[src/rtl/usb_hc_irq_pkg.sv]
package usb_hc_irq_pkg;
  localparam int REG_W   = 32;
  localparam int ADDR_W  = 7;

  localparam int B_SO    = 0;
  localparam int B_SF    = 2;
  localparam int B_RD    = 3;
  localparam int B_UE    = 4;
  localparam int B_FNO   = 5;
  localparam int B_RHSC  = 6;
  localparam int B_MIE   = 31;

  localparam logic [REG_W-1:0] STATUS_MASK = 32'h0000_007D;
  localparam logic [REG_W-1:0] ENABLE_MASK = 32'h8000_007D;

  typedef enum logic [ADDR_W-1:0] {
    A_STATUS  = 7'h03,
    A_ENABLE  = 7'h04,
    A_DISABLE = 7'h05
  } reg_addr_e;
endpackage

[src/rtl/usb_hc_irq_edge.sv]
module usb_hc_irq_edge #(
  parameter int FRAME_W = 16
) (
  input  logic               clk,
  input  logic               rst_n,
  input  logic [FRAME_W-1:0] frame_num,
  input  logic               resume_in,
  input  logic               host_resume,
  output logic               fno_evt,
  output logic               rd_evt
);
  logic msb_q, resume_q;
  logic low_unused;

  assign low_unused = ^frame_num[FRAME_W-2:0];

  always_ff @(posedge clk) begin
    if (!rst_n) begin
      msb_q    <= 1'b0;
      resume_q <= 1'b0;
    end else begin
      msb_q    <= frame_num[FRAME_W-1];
      resume_q <= resume_in;
    end
  end

  // toggle of the frame counter top bit in either direction
  assign fno_evt = frame_num[FRAME_W-1] ^ msb_q;
  // device-driven resume start only, not host-driven resume
  assign rd_evt  = resume_in & ~resume_q & ~host_resume;
endmodule

[src/rtl/usb_hc_irq_bits.sv]
module usb_hc_irq_bits
  import usb_hc_irq_pkg::*;
#(
  parameter logic [REG_W-1:0] IMPL_MASK = STATUS_MASK
) (
  input  logic             clk,
  input  logic             rst_n,
  input  logic [REG_W-1:0] set_vec,
  input  logic [REG_W-1:0] clr_vec,
  output logic [REG_W-1:0] bits_q
);
  for (genvar i = 0; i < REG_W; i++) begin : g_bit
    if (IMPL_MASK[i]) begin : g_impl
      logic b_q;
      always_ff @(posedge clk) begin
        if (!rst_n)          b_q <= 1'b0;
        else if (set_vec[i]) b_q <= 1'b1;   // set wins over clear
        else if (clr_vec[i]) b_q <= 1'b0;
      end
      assign bits_q[i] = b_q;
    end else begin : g_rsvd
      logic unused_in;
      assign unused_in = set_vec[i] ^ clr_vec[i];
      assign bits_q[i] = 1'b0;
    end
  end
endmodule

[src/rtl/usb_hc_irq_regs.sv]
module usb_hc_irq_regs
  import usb_hc_irq_pkg::*;
#(
  parameter int FRAME_W = 16,
  parameter int CNT_W   = 2
) (
  input  logic               clk,
  input  logic               rst_n,
  input  logic               cmd_valid,
  output logic               cmd_ready,
  input  logic [7:0]         cmd_code,
  input  logic [REG_W-1:0]   cmd_wdata,
  output logic [REG_W-1:0]   rd_data,
  input  logic               ev_rhsc,
  input  logic               ev_sof,
  input  logic               ev_sched_ovr,
  input  logic               ev_sys_err,
  input  logic               resume_in,
  input  logic               host_resume,
  input  logic [FRAME_W-1:0] frame_num,
  output logic               irq,
  output logic               halt,
  output logic [CNT_W-1:0]   ovr_count
);
  localparam int SRC_N = 7;

  logic              fno_evt, rd_evt;
  logic              wr_en;
  logic [ADDR_W-1:0] addr;
  logic [REG_W-1:0]  st_set, st_clr, en_set, en_clr;
  logic [REG_W-1:0]  status_q, enable_q;
  logic [CNT_W-1:0]  cnt_q;

  assign cmd_ready = 1'b1;
  assign wr_en     = cmd_valid & cmd_ready & cmd_code[7];
  assign addr      = cmd_code[ADDR_W-1:0];

  usb_hc_irq_edge #(.FRAME_W(FRAME_W)) u_edge (
    .clk(clk), .rst_n(rst_n), .frame_num(frame_num),
    .resume_in(resume_in), .host_resume(host_resume),
    .fno_evt(fno_evt), .rd_evt(rd_evt)
  );

  always_comb begin
    st_set         = '0;
    st_set[B_RHSC] = ev_rhsc;
    st_set[B_FNO]  = fno_evt;
    st_set[B_UE]   = ev_sys_err;
    st_set[B_RD]   = rd_evt;
    st_set[B_SF]   = ev_sof;
    st_set[B_SO]   = ev_sched_ovr;
    st_clr = (wr_en && addr == A_STATUS)  ? cmd_wdata : '0;
    en_set = (wr_en && addr == A_ENABLE)  ? cmd_wdata : '0;
    en_clr = (wr_en && addr == A_DISABLE) ? cmd_wdata : '0;
  end

  usb_hc_irq_bits #(.IMPL_MASK(STATUS_MASK)) u_status (
    .clk(clk), .rst_n(rst_n), .set_vec(st_set), .clr_vec(st_clr), .bits_q(status_q)
  );

  usb_hc_irq_bits #(.IMPL_MASK(ENABLE_MASK)) u_enable (
    .clk(clk), .rst_n(rst_n), .set_vec(en_set), .clr_vec(en_clr), .bits_q(enable_q)
  );

  always_ff @(posedge clk) begin
    if (!rst_n)            cnt_q <= '0;
    else if (ev_sched_ovr) cnt_q <= cnt_q + 1'b1;
  end
  assign ovr_count = cnt_q;

  always_comb begin
    rd_data = '0;
    if (cmd_valid && !cmd_code[7]) begin
      unique case (addr)
        A_STATUS:           rd_data = status_q;
        A_ENABLE, A_DISABLE: rd_data = enable_q;
        default:            rd_data = '0;
      endcase
    end
  end

  assign irq  = enable_q[B_MIE] & (|(status_q[SRC_N-1:0] & enable_q[SRC_N-1:0]));
  assign halt = status_q[B_UE];
endmodule

[config.mk]
export PLATFORM = sky130hd
export DESIGN_NAME = usb_hc_irq_regs
export DESIGN_NICKNAME = d
export VERILOG_FILES = /design/src/rtl/usb_hc_irq_pkg.sv /design/src/rtl/usb_hc_irq_edge.sv /design/src/rtl/usb_hc_irq_bits.sv /design/src/rtl/usb_hc_irq_regs.sv
export SDC_FILE = /design/constraint.sdc
export NUM_CORES = 1
export LEC_CHECK = 0
export ABC_AREA = 1
export CORE_MARGIN = 2
export CORE_UTILIZATION = 30
export CTS_BUF_LIST = sky130_fd_sc_hd__clkbuf_4
export DETAILED_ROUTE_END_ITERATION = 8
export PLACE_DENSITY_LB_ADDON = 0.2
export SLEW_MARGIN = 20
export SYNTH_ARGS = -nofsm -noshare
export SYNTH_HDL_FRONTEND = slang
export SYNTH_SLANG_ARGS = --single-unit
[constraint.sdc]
create_clock -name clk -period 1.15 [get_ports clk]
set_clock_uncertainty 0.15 [all_clocks]
set_input_delay 0.1725 -clock clk [delete_from_list [all_inputs] [get_ports clk]]
set_output_delay 0.1725 -clock clk [all_outputs]
set_load 0.005 [all_outputs]
==> results by group <==
Placement
  • Dpl cells: 257
  • GP Congestion: 0.821
  • Port-buffer cells: 35
  • Detailed placement HPWL: 2.14 mm

Final layout
  • Sequential cell area: 349 sq um
  • Share of cells above drive strength 1: 43.2%
  • Nets: 295
  • Layout area overhead: 63.4%
  • Number of fill cells in the layout: 354
  • Finished Layout Cells: 277
  • Multi-input logic area: 736 sq um
  • Antenna Cells: 0

Route
  • Top Metal Used: met4
  • Post-DR vias/cell: 4.43
  • Drt drc: 0
  • Final wirelength: 3.14 mm
  • Routed Antenna Nets: 0
  • Starting DRT DRC Count: 19
  • M1 WL: 1.30 mm
  • DR pass1 iterations: 6
  • Met2 WL post-DR: 1.64 mm
  • Total number of vias: 1227
  • Met3 wire len: 165 microns
  • WL per Instance: 11.3 microns

GRT
  • Initial antenna violation count: 0
  • Total grt overflow: 0
  • Pin count of the biggest net entering global routing: 21
  • Global-route wire length before repair: 4.94 mm
  • Vias in the first global route: 1131
  • Gr usage total: 14.8%

Outcome
  • Outcome: finished, violations left
  • Failing checks: setup timing

Clock network
  • Clock sink count: 17
  • Num CTS Buffers: 3
  • TritonCTS clock tree: done
  • Clk_lat worst skew: 0.29 ns
  • Clock transition at the registers of the reported paths: 0.10 ns
  • CTS root buf: clkbuf_4
  • H-tree depth: 1
  • Max Root-Sink Buffers: 2

STA
  • Hold Violations, Final: 0
  • Worst Slack Setup Final: -0.391 ns
  • Final setup vio count: 9
  • Fin. max-slew vios: 0
  • Tcrit/Tclk final: 134%
  • Max Fclk: 649 MHz
  • Fin crit period: 1.54 ns
  • Final hold slack: 0.261 ns
  • Unrepaired setup endpoints after global routing: yes
  • Final TNS setup: -2.44 ns

Pwr
  • PnR Total Power: 1.30 mW
  • Clock power frac: 26.7%
  • Combinational share of power: 24.8%
  • LEAKAGE: 0.864 nW
  • Pwr/cell area: 702 mW/mm^2
  • Worst IR Drop VDD: 0.543 mV
  • Sw power: 0.354 mW
  • Internal Power: 0.944 mW
  • Flop pwr share: 48.6%
  • Net Sw Frac: 27.3%

Critical path
  • Worst Path Required: 0.83 ns
  • Delay-heaviest family, CP: flip-flops
  • Largest stage delay on the critical path: 0.33 ns
  • Slack of the worst reg-to-reg path: 0.11 ns
  • CP Max Fanout: 2
  • CP max-delay cell: dfxtp_2
  • Crit Path Class: reg -> out
  • CP Cell Sequence: a22o_1 > nor3_2 > nor2_1 > buf_2
  • WP buf/inv: 1
  • Worst Path Arrival: 1.22 ns
  • Startpoint Class: flip-flop
  • Crit path capture type: output pin

Yosys
  • Avg Inst Size Synth: 6.98 sq um
  • Post-Syn Area: 0.00113 sq mm
  • Synth Warn #: 0
  • Distinct cells, synth: 23
  • Synth Instances: 162
  • Seq/Total Area, Yosys: 30.1%
  • #FFs+latches synth: 17

Die
  • Rows: 22
  • Die W: 65.4 microns
  • CORE AREA: 0.00363 sq mm
  • Die Y: 65.4 microns
  • Initial Utilization: 31.1%
  • Top Ports: 102
  • Die ar.: 0.00428 sq mm

Min path
  • Worst hold path class: in -> reg

Flow run
  • Max-cap violations: 0
==> power by group through the flow <==
stage               logic [mW]  clock network, mW  registers, mW
floorplan                0.163                  0          0.641
global placement         0.264                  0          0.641
detailed placement       0.268                  0          0.642
CTS                      0.314              0.365          0.629
global route             0.354              0.386          0.632
finish                   0.321              0.346          0.630
==> path summary, 6_finish.rpt <==
path	from	to	cells after the start
min	ev_sys_err	u_status.g_bit[4].g_impl.b_q	3
min reg2reg	u_enable.g_bit[31].g_impl.b_q	u_enable.g_bit[31].g_impl.b_q	2
max reg2reg	u_edge.resume_q	u_status.g_bit[3].g_impl.b_q	2
max	u_status.g_bit[5].g_impl.b_q	irq	4
==> state kept, by name, indices dropped and copies added, names as in the netlist <==
signal / count
u_status.g_bit.g_impl.b_q: 6
u_enable.g_bit.g_impl.b_q: 7
u_edge.msb_q: 1
u_edge.resume_q: 1
ovr_count: 2
==> cell families (layout without fill, tap and decap cells) <==
family | Yosys count | in the layout | share of synthesized area (%)
compound gates | 26 | 26 | 12.8
buf+inv | 46 | 88 | 24.7
other cells | 2 | 26 | 0.664
simple gates | 70 | 71 | 31.0
flops | 17 | 17 | 30.1
xor+xnor | 1 | 1 | 0.774
==> metrics by stage <==
step                util [%]  area (sq um)  setup WS [ns]
finish                  50.9          1850         -0.391
global route            50.9          1850         -0.452
CTS                     49.7          1810         -0.415
detailed placement      43.9          1600          -1.09
global placement        43.9          1600          -1.04
floorplan                  -          1260        0.00579
==> final cells by class <==
class	count	area share [%]
clock buffers	4	1.62
repair buffers	68	33.0
multi-input cells	124	39.8
inverters	16	3.39
well taps	48	3.25
flip-flops and latches	17	18.9
==> cells in the final DEF (no fill, tap or decap), drive strengths merged <==
| cell | n |
|---|---|
| buf | 51 |
| nand2 | 37 |
| conb | 26 |
| a21oi | 20 |
| dfxtp | 17 |
| inv | 16 |
| clkdlybuf4s50 | 15 |
| nand3 | 14 |
| nor2 | 10 |
| nand4 | 7 |
| clkbuf | 4 |
| a22o | 3 |
| o21ai | 3 |
| dlygate4sd2 | 2 |
| nor3 | 1 |
| nor3b | 1 |
| xnor2 | 1 |
| or3b | 1 |
==> routing by layer <==
layer  GRT usage (%)  up-vias
met2            27.3       47
met4            4.69        0
met5               0        -
li1                -      610
met1            17.3      566
met3            2.57        4
==> synth_stat cells <==
cell	count	area share (%)
nor2_1	4	1.3
buf_4	26	17
nor3_1	1	0.44
nor2_4	4	4.0
nor3b_2	1	1.1
nand2_2	2	1.1
a22o_1	3	2.3
or3b_2	1	0.77
xnor2_1	1	0.77
o21ai_0	2	0.88
nor2_2	1	0.55
inv_1	14	4.6
buf_6	1	1.0
nand4_1	7	3.9
clkbuf_1	2	0.66
conb_1	2	0.66
inv_2	2	0.66
nand3_1	14	6.2
dfxtp_1	17	30
a21oi_1	20	8.8
o21ai_2	1	0.77
buf_2	1	0.44
nand2_1	35	12
==> worst register-to-register path: stages (launching register included) <==
cell and delay (ns):
dfxtp_1 0.31, or3b_4 0.38, a21oi_2 0.13
==> repair_timing <==
| action | in CTS | in global routing |
|---|---|---|
| cloned | 1 | 0 |
| setup endpoints to repair | 24 | 10 |
| setup buffers | 16 | 2 |
| gates resized for setup | 121 | 8 |
| hold buffers | 0 | 0 |
| pin swaps | 22 | 14 |
Power figures use the tool's default switching activity.
